$ cat config.mk
export PLATFORM = sky130hd
export DESIGN_NAME = sdram_init_seq
export DESIGN_NICKNAME = d
export VERILOG_FILES = /design/src/rtl/sdram_init_pkg.sv /design/src/rtl/sdram_gap_counter.sv /design/src/rtl/sdram_refresh_timer.sv /design/src/rtl/sdram_init_fsm.sv /design/src/rtl/sdram_pin_stage.sv /design/src/rtl/sdram_init_seq.sv
export SDC_FILE = /design/constraint.sdc
export NUM_CORES = 1
export LEC_CHECK = 0
export CAP_MARGIN = 20
export CORE_MARGIN = 2
export CORE_UTILIZATION = 56
export CTS_CLUSTER_SIZE = 30
export DETAILED_ROUTE_END_ITERATION = 12
export GPL_TIMING_DRIVEN = 1
export PLACE_DENSITY = 0.85
export REMOVE_ABC_BUFFERS = 1
export SLEW_MARGIN = 20
export SYNTH_ARGS = -nofsm -noshare
export SYNTH_HDL_FRONTEND = slang
export SYNTH_SLANG_ARGS = --single-unit
$ cat constraint.sdc
create_clock -name clk -period 7.25 [get_ports clk]
set_input_delay 1.45 -clock clk [delete_from_list [all_inputs] [get_ports clk]]
set_output_delay 1.45 -clock clk [all_outputs]
set_load 0.02 [all_outputs]
$ cat src/rtl/sdram_init_pkg.sv
// Shared types for the SDRAM power-up sequencer.
// Assumes single-rank SDR SDRAM command pins (CS#, RAS#, CAS#, WE#).
package sdram_init_pkg;

    typedef enum logic [2:0] {
        CMD_DESEL,
        CMD_NOP,
        CMD_PRECH,
        CMD_AREF,
        CMD_LMODE
    } sdi_cmd_e;

    typedef enum logic [3:0] {
        ST_PAUSE,
        ST_NOP,
        ST_PRECH,
        ST_GAP_RP,
        ST_AREF,
        ST_GAP_RFC,
        ST_LMODE,
        ST_GAP_MRD,
        ST_RUN
    } sdi_state_e;

    typedef struct packed {
        logic cs_n;
        logic ras_n;
        logic cas_n;
        logic we_n;
    } sdi_pins_t;

    // Map an abstract command to its four control-pin levels.
    function automatic sdi_pins_t sdi_encode(input sdi_cmd_e c);
        sdi_pins_t p;
        unique case (c)
            CMD_NOP:   p = '{cs_n: 1'b0, ras_n: 1'b1, cas_n: 1'b1, we_n: 1'b1};
            CMD_PRECH: p = '{cs_n: 1'b0, ras_n: 1'b0, cas_n: 1'b1, we_n: 1'b0};
            CMD_AREF:  p = '{cs_n: 1'b0, ras_n: 1'b0, cas_n: 1'b0, we_n: 1'b1};
            CMD_LMODE: p = '{cs_n: 1'b0, ras_n: 1'b0, cas_n: 1'b0, we_n: 1'b0};
            default:   p = '{cs_n: 1'b1, ras_n: 1'b1, cas_n: 1'b1, we_n: 1'b1};
        endcase
        return p;
    endfunction

endpackage

$ cat src/rtl/sdram_gap_counter.sv
// Loadable down-counter that times the pause and the command gaps.
// Assumes the load value fits CNT_W. Holds at zero until reloaded.
// Resets to RST_VAL so that the pause is timed without an explicit load.
module sdram_gap_counter #(
    parameter int CNT_W   = 8,
    parameter int RST_VAL = 10
) (
    input  logic             clk,
    input  logic             rst_n,
    input  logic             load,
    input  logic [CNT_W-1:0] load_val,
    output logic             zero
);
    logic [CNT_W-1:0] cnt_q;

    assign zero = (cnt_q == '0);

    // Reload on request, otherwise count down to zero and hold.
    always_ff @(posedge clk) begin
        if (!rst_n)       cnt_q <= CNT_W'(RST_VAL);
        else if (load)    cnt_q <= load_val;
        else if (!zero)   cnt_q <= cnt_q - 1'b1;
    end

    // A load is only issued by the sequencer once the running gap has expired.
    a_r4_load_when_idle: assert property (@(posedge clk) disable iff (!rst_n)
        load |-> zero);
endmodule

$ cat src/rtl/sdram_refresh_timer.sv
// Periodic refresh down-counter used in normal mode.
// While disabled it keeps itself primed with interval-1, so the first
// request falls on the interval-th enabled cycle. An interval of 0 wraps
// to the full counter range.
module sdram_refresh_timer #(
    parameter int REF_W = 16
) (
    input  logic             clk,
    input  logic             rst_n,
    input  logic             en,
    input  logic [REF_W-1:0] interval,
    output logic             fire
);
    logic [REF_W-1:0] cnt_q;
    logic [REF_W-1:0] reload;

    assign reload = interval - {{(REF_W-1){1'b0}}, 1'b1};
    assign fire   = en && (cnt_q == '0);

    // Prime while idle, reload on expiry, count down otherwise.
    always_ff @(posedge clk) begin
        if (!rst_n)            cnt_q <= '0;
        else if (!en || fire)  cnt_q <= reload;
        else                   cnt_q <= cnt_q - 1'b1;
    end

    a_r8_reload_after_fire: assert property (@(posedge clk) disable iff (!rst_n)
        fire |=> (cnt_q == $past(interval) - {{(REF_W-1){1'b0}}, 1'b1}));
endmodule

$ cat src/rtl/sdram_init_fsm.sv
// Power-up state machine. Steps through pause, NOP, precharge-all, the
// refresh burst and the mode load, then holds in normal mode, where it
// forwards refresh timer requests as auto-refresh commands.
// Emits an unregistered command token; the pin stage registers it.
// Assumes T_RP, T_RFC and T_MRD are at least 2 and PAUSE_CYC is at least 2.
module sdram_init_fsm
    import sdram_init_pkg::*;
#(
    parameter int PAUSE_CYC = 20000,
    parameter int T_RP      = 3,
    parameter int T_RFC     = 7,
    parameter int T_MRD     = 2,
    parameter int NUM_REF   = 8,
    parameter int ADDR_W    = 13,
    parameter int BA_W      = 2
) (
    input  logic              clk,
    input  logic              rst_n,
    input  logic [ADDR_W-1:0] mode_word,
    input  logic              ref_fire,
    output sdi_cmd_e          tok_cmd,
    output logic [ADDR_W-1:0] tok_addr,
    output logic [BA_W-1:0]   tok_ba,
    output logic              run
);
    localparam int MAX_GAP = (T_RFC > T_RP) ? ((T_RFC > T_MRD) ? T_RFC : T_MRD)
                                            : ((T_RP > T_MRD) ? T_RP : T_MRD);
    localparam int MAX_CNT = (PAUSE_CYC > MAX_GAP) ? PAUSE_CYC : MAX_GAP;
    localparam int CNT_W   = $clog2(MAX_CNT + 1);
    localparam int RC_W    = $clog2(NUM_REF + 1);
    localparam int A10     = 10;

    sdi_state_e       state_q, state_d;
    logic [RC_W-1:0]  refs_q;
    logic             gap_load;
    logic [CNT_W-1:0] gap_val;
    logic             gap_zero;

    sdram_gap_counter #(.CNT_W(CNT_W), .RST_VAL(PAUSE_CYC - 1)) u_gap (
        .clk      (clk),
        .rst_n    (rst_n),
        .load     (gap_load),
        .load_val (gap_val),
        .zero     (gap_zero)
    );

    // Next-state and gap-load selection.
    always_comb begin
        state_d  = state_q;
        gap_load = 1'b0;
        gap_val  = '0;
        unique case (state_q)
            ST_PAUSE:   if (gap_zero) state_d = ST_NOP;
            ST_NOP:     state_d = ST_PRECH;
            ST_PRECH: begin
                state_d  = ST_GAP_RP;
                gap_load = 1'b1;
                gap_val  = CNT_W'(T_RP - 2);
            end
            ST_GAP_RP:  if (gap_zero) state_d = ST_AREF;
            ST_AREF: begin
                state_d  = ST_GAP_RFC;
                gap_load = 1'b1;
                gap_val  = CNT_W'(T_RFC - 2);
            end
            ST_GAP_RFC: if (gap_zero)
                            state_d = (refs_q == RC_W'(NUM_REF)) ? ST_LMODE : ST_AREF;
            ST_LMODE: begin
                state_d  = ST_GAP_MRD;
                gap_load = 1'b1;
                gap_val  = CNT_W'(T_MRD - 2);
            end
            ST_GAP_MRD: if (gap_zero) state_d = ST_RUN;
            ST_RUN:     state_d = ST_RUN;
            default:    state_d = ST_PAUSE;
        endcase
    end

    // State register and refresh-burst counter.
    always_ff @(posedge clk) begin
        if (!rst_n) begin
            state_q <= ST_PAUSE;
            refs_q  <= '0;
        end else begin
            state_q <= state_d;
            if (state_q == ST_AREF) refs_q <= refs_q + 1'b1;
        end
    end

    // Command token for the current cycle.
    always_comb begin
        tok_addr = '0;
        tok_ba   = '0;
        unique case (state_q)
            ST_PAUSE: tok_cmd = CMD_DESEL;
            ST_PRECH: begin
                tok_cmd       = CMD_PRECH;
                tok_addr[A10] = 1'b1;
            end
            ST_AREF:  tok_cmd = CMD_AREF;
            ST_LMODE: begin
                tok_cmd  = CMD_LMODE;
                tok_addr = mode_word;
            end
            ST_RUN:   tok_cmd = ref_fire ? CMD_AREF : CMD_NOP;
            default:  tok_cmd = CMD_NOP;
        endcase
    end

    assign run = (state_q == ST_RUN);

    a_r3_prech_after_nop: assert property (@(posedge clk) disable iff (!rst_n)
        (state_q == ST_NOP) |=> (state_q == ST_PRECH));
    a_r5_burst_bounded: assert property (@(posedge clk) disable iff (!rst_n)
        refs_q <= RC_W'(NUM_REF));
    a_r6_lmode_after_burst: assert property (@(posedge clk) disable iff (!rst_n)
        (state_q == ST_LMODE) |-> (refs_q == RC_W'(NUM_REF)));
    a_r7_run_sticky: assert property (@(posedge clk) disable iff (!rst_n)
        (state_q == ST_RUN) |=> (state_q == ST_RUN));
endmodule

$ cat src/rtl/sdram_pin_stage.sv
// Output register stage. Encodes the command token onto the control pins
// and registers address, bank, CKE and the done flag with the same latency,
// so all pins change on one edge. Resets to deselect with CKE high.
module sdram_pin_stage
    import sdram_init_pkg::*;
#(
    parameter int ADDR_W = 13,
    parameter int BA_W   = 2
) (
    input  logic              clk,
    input  logic              rst_n,
    input  sdi_cmd_e          tok_cmd,
    input  logic [ADDR_W-1:0] tok_addr,
    input  logic [BA_W-1:0]   tok_ba,
    input  logic              run,
    output logic              cke,
    output sdi_pins_t         pins,
    output logic [ADDR_W-1:0] addr,
    output logic [BA_W-1:0]   ba,
    output logic              done
);
    // Register every pin on the same edge.
    always_ff @(posedge clk) begin
        if (!rst_n) begin
            cke  <= 1'b1;
            pins <= sdi_encode(CMD_DESEL);
            addr <= '0;
            ba   <= '0;
            done <= 1'b0;
        end else begin
            cke  <= 1'b1;
            pins <= sdi_encode(tok_cmd);
            addr <= tok_addr;
            ba   <= tok_ba;
            done <= run;
        end
    end

    a_r2_select_implies_done_or_init: assert property (@(posedge clk) disable iff (!rst_n)
        (done && !pins.cs_n) |-> (pins.we_n && (addr == '0)));
endmodule

$ cat src/rtl/sdram_init_seq.sv
// Top of the SDRAM power-up sequencer. Connects the state machine, the
// refresh timer and the registered pin stage.
// Assumes ADDR_W > 10 so that the all-bank precharge bit exists.
module sdram_init_seq #(
    parameter int CLK_MHZ  = 100,
    parameter int PAUSE_US = 200,
    parameter int T_RP     = 3,
    parameter int T_RFC    = 7,
    parameter int T_MRD    = 2,
    parameter int ADDR_W   = 13,
    parameter int BA_W     = 2,
    parameter int REF_W    = 16
) (
    input  logic              clk,
    input  logic              rst_n,
    input  logic [ADDR_W-1:0] mode_word,
    input  logic [REF_W-1:0]  ref_interval,
    output logic              sd_cke,
    output logic              sd_cs_n,
    output logic              sd_ras_n,
    output logic              sd_cas_n,
    output logic              sd_we_n,
    output logic [ADDR_W-1:0] sd_addr,
    output logic [BA_W-1:0]   sd_ba,
    output logic              init_done
);
    import sdram_init_pkg::*;

    localparam int PAUSE_CYC = CLK_MHZ * PAUSE_US;
    localparam int NUM_REF   = 8;

    sdi_cmd_e          tok_cmd;
    logic [ADDR_W-1:0] tok_addr;
    logic [BA_W-1:0]   tok_ba;
    logic              run;
    logic              ref_fire;
    sdi_pins_t         pins;

    sdram_init_fsm #(
        .PAUSE_CYC (PAUSE_CYC),
        .T_RP      (T_RP),
        .T_RFC     (T_RFC),
        .T_MRD     (T_MRD),
        .NUM_REF   (NUM_REF),
        .ADDR_W    (ADDR_W),
        .BA_W      (BA_W)
    ) u_fsm (
        .clk       (clk),
        .rst_n     (rst_n),
        .mode_word (mode_word),
        .ref_fire  (ref_fire),
        .tok_cmd   (tok_cmd),
        .tok_addr  (tok_addr),
        .tok_ba    (tok_ba),
        .run       (run)
    );

    sdram_refresh_timer #(.REF_W(REF_W)) u_ref (
        .clk      (clk),
        .rst_n    (rst_n),
        .en       (run),
        .interval (ref_interval),
        .fire     (ref_fire)
    );

    sdram_pin_stage #(.ADDR_W(ADDR_W), .BA_W(BA_W)) u_pins (
        .clk      (clk),
        .rst_n    (rst_n),
        .tok_cmd  (tok_cmd),
        .tok_addr (tok_addr),
        .tok_ba   (tok_ba),
        .run      (run),
        .cke      (sd_cke),
        .pins     (pins),
        .addr     (sd_addr),
        .ba       (sd_ba),
        .done     (init_done)
    );

    assign sd_cs_n  = pins.cs_n;
    assign sd_ras_n = pins.ras_n;
    assign sd_cas_n = pins.cas_n;
    assign sd_we_n  = pins.we_n;

    a_r6_mode_on_lmode: assert property (@(posedge clk) disable iff (!rst_n)
        (!sd_cs_n && !sd_ras_n && !sd_cas_n && !sd_we_n)
            |-> (sd_addr == $past(mode_word) && sd_ba == '0));
    a_r7_done_no_fall: assert property (@(posedge clk) disable iff (!rst_n)
        init_done |=> init_done);
endmodule

==> summary.md <==
| Metric | Value |
|---|---|
| Required time of the critical path | 7.53 ns |
| Top-area cell type share of the netlist area | 0.420 |
| Seq/Total Area, Yosys | 0.420 |
| Die height | 73.7 um |
| Detailed Place HPWL | ~4.0 mm |
| # setup viols final | 0 |
| Number of I/O port buffers | 48 |
| Post-synthesis cell type count | 51 |
| All-Layer GR Usage | 0.214 |
| Sum Neg Setup Slack | 0 ns |
| Most frequent cells after synthesis | 57 x dfxtp_1, 36 x nor2_1, 20 x nand2_1 |
| Sw power | approximately 160 uW |
| Syn_area_per_cell | 8.72 um^2 |
| DRC | 0 |
| CTS H-Tree Depth | 3 |
| Ys flop type | dfxtp_1 |
| Post-CTS sizing | 0 |
| Critical Path Start Type | primary input |
| Cells after Synth | 312 |
| Ys Warns | 0 |
| Worst clock skew | 0.00801 ns |
| Antenna cells | 0 |
| Hold-fix buffers, CTS | 0 |
| Pwr Density | 207 mW/mm^2 |
| Logic pwr share | 0.079 |
| Outcome | completed |
| Pins Over Slew Limit | 0 |
| Initial antenna violation count | 0 |
| Area leader, netlist | dfxtp_1 |
| Largest net degree at the start of global routing | 31 |
| Initial Utilization | 0.580 |
| Core Footprint | 0.00469 mm^2 |
| Internal power | 544 uW |
| Nets | 393 |
| Share of cells above drive strength 1 | 0.0716 |
| DR WL/cell | ~13 um |
| Area Overhead vs Synth | 25.5% |
| EDFF count, synth | 0 |
| Reg clk slew, reported paths | 0.07 ns |
| Total gr overflow | 0 |
| Area contributors post-synth | dfxtp_1 42%, xor2_1 5.5%, nor2_1 5.0%, xnor2_1 4.2%, nor3_1 3.5% |
| Vias in the first global route | 2,039 |
| Switching portion of total power | 0.232 |
| DR vias/cell | 5.53 |
| CTS tree | built |
| Slew margin rel. | 0.464 |
| Io pins | 52 |
| TritonCTS Sinks | 57 |
| Setup WS post-layout | 3.57 ns |
| Max Cap Viol | 0 |
| Die area | 0.00543 mm^2 |
| Maximum clock insertion buffer count | 2 |
| Tightest Pin Transition | 0.796 ns |
| Root Buffer | clkbuf_8 |
| CP Max Fanout | 23 |
| Final cycle utilization of the critical path | 0.507 |
| Worst hold path class | reg -> reg |
| Post-synth ARST share | 0 |
| Crit Path Class | in -> reg |
| Cell Area, Synth | 0.00272 mm^2 |
| DRT iter0 DRCs | approximately 170 |
| Maximum resistive drop on vdd | 0.166 mV |
| RD Place Congestion | 0.847 |
| Total number of vias | 2,308 |
| Flops & latches, synth | 57 |
| Placement Setup Slack | 3.21 ns |
| Period minus WS final | 3.68 ns |
| 1st-pass router iterations | 4 |
| Die extent in x | 73.7 um |
| First-pass GRT wire length | 8.96 mm |
| ANT nets after route | 0 |
| Post-CTS setup buffers | 0 |
| Endpoints failing hold | 0 |
| Most frequent cell after synthesis | dfxtp_1 |
| Proportion of power drawn by the clock network | 0.461 |
| Leak | 0.00130 uW |
| Clock latency at the later pin of the worst-skew pair | about 0.34 ns |
| Fmax | 272 MHz |
| Unrepaired setup endpoints after global routing | false |
| Row count | 25 |
| Total CTS buffers | 9 |
| CP arrival | 3.95 ns |
| Reg power frac | 0.461 |
| Total Wirelength | 5.39 mm |
| Crit path capture type | register |
==> flip-flops by register name (all words and copies together) (netlist names) <==
signal	cells
u_fsm.refs_q	4
u_fsm.state_q	4
u_fsm.u_gap.cnt_q	15
u_pins.addr	13
u_pins.done	1
u_pins.pins	4
u_ref.cnt_q	16
==> final timing paths <==
kind / startpoint / end / slack [ns] / cells after the start
setup / recovery: rst_n / u_pins.addr[7]$_SDFF_PN0_ / 3.57 / 6
hold / removal: u_fsm.u_gap.cnt_q[7]$_SDFFE_PN0P_ / u_fsm.u_gap.cnt_q[7]$_SDFFE_PN0P_ / 0.46 / 2
setup reg to reg: u_ref.cnt_q[1]$_SDFF_PN0_ / u_ref.cnt_q[12]$_SDFF_PN0_ / 3.77 / 11
hold reg to reg: u_fsm.u_gap.cnt_q[7]$_SDFFE_PN0P_ / u_fsm.u_gap.cnt_q[7]$_SDFFE_PN0P_ / 0.46 / 2
==> area by class of cell <==
cell class,count,area (um^2)
well taps,54,67.6
clock inverters,7,93.8
repair buffers,49,488
flip-flops and latches,57,1140
fillers,369,1280
inverters,7,26.3
multi-input cells,234,1470
clock buffers,9,124
==> kinds of logic after synthesis <==
family / Yosys count / synth area share
adders and majority gates: 4 / 0.0184
and+or+nand+nor: 142 / 0.276
DFF: 57 / 0.420
muxes: 3 / 0.0110
xor gates and xnor gates: 30 / 0.0966
AOI/OAI and AO/OA: 52 / 0.135
other: 2 / 0.00276
buffers and inverters: 22 / 0.0405
==> critical path, cell delays in order <==
cell	delay, ns
clkdlybuf4s50_1	0.96
inv_1	0.45
nor2_1	0.28
nand3b_1	0.15
nor2_1	0.46
and2_1	0.20
==> routing by layer <==
metal,track usage,share of wire
met5,0,0
met4,0.113,0.024
met3,0.0521,0.066
met2,0.361,0.48
met1,0.250,0.43
==> power groups by stage <==
stage	registers [uW]	logic [uW]	clock network [uW]
finish	326	55.7	326
CTS	326	56.1	328
global route	327	62.2	341
global placement	333	54.8	0
floorplan	332	29.9	0
detailed placement	333	55.4	0
==> stage by stage <==
stage          hold slack, ns   util  instances  total power (uW)  instance area [um^2]
6_report                0.464  0.727        417               708                  3410
3_3_place_gp            0.446  0.681        401               388                  3200
3_5_place_dp            0.451  0.681        401               389                  3200
2_1_floorplan           0.437      -        298               362                  2640
5_1_grt                 0.487  0.727        417               731                  3410
4_1_cts                 0.460  0.727        417               710                  3410
==> cell usage in the layout, fill, tap and decap left out, drive strengths merged, types with 3 or more instances in the layout <==
master and n:
o21ai 12, a21oi 9, nand3 11, a21o 3, inv 8, ha 4
or2 4, nand2b 5, nor4 9, o21a 3, or4 5, or3 7
xnor2 13, nor2 36, dfxtp 57, xor2 17, nand2 20, and2 14
conb 3, mux2i 3, clkdlybuf4s50 48, nor3 19, a211oi 6, clkbuf 9
o31ai 4, o211a 5
Note: power is estimated with default switching activity, not from simulation.
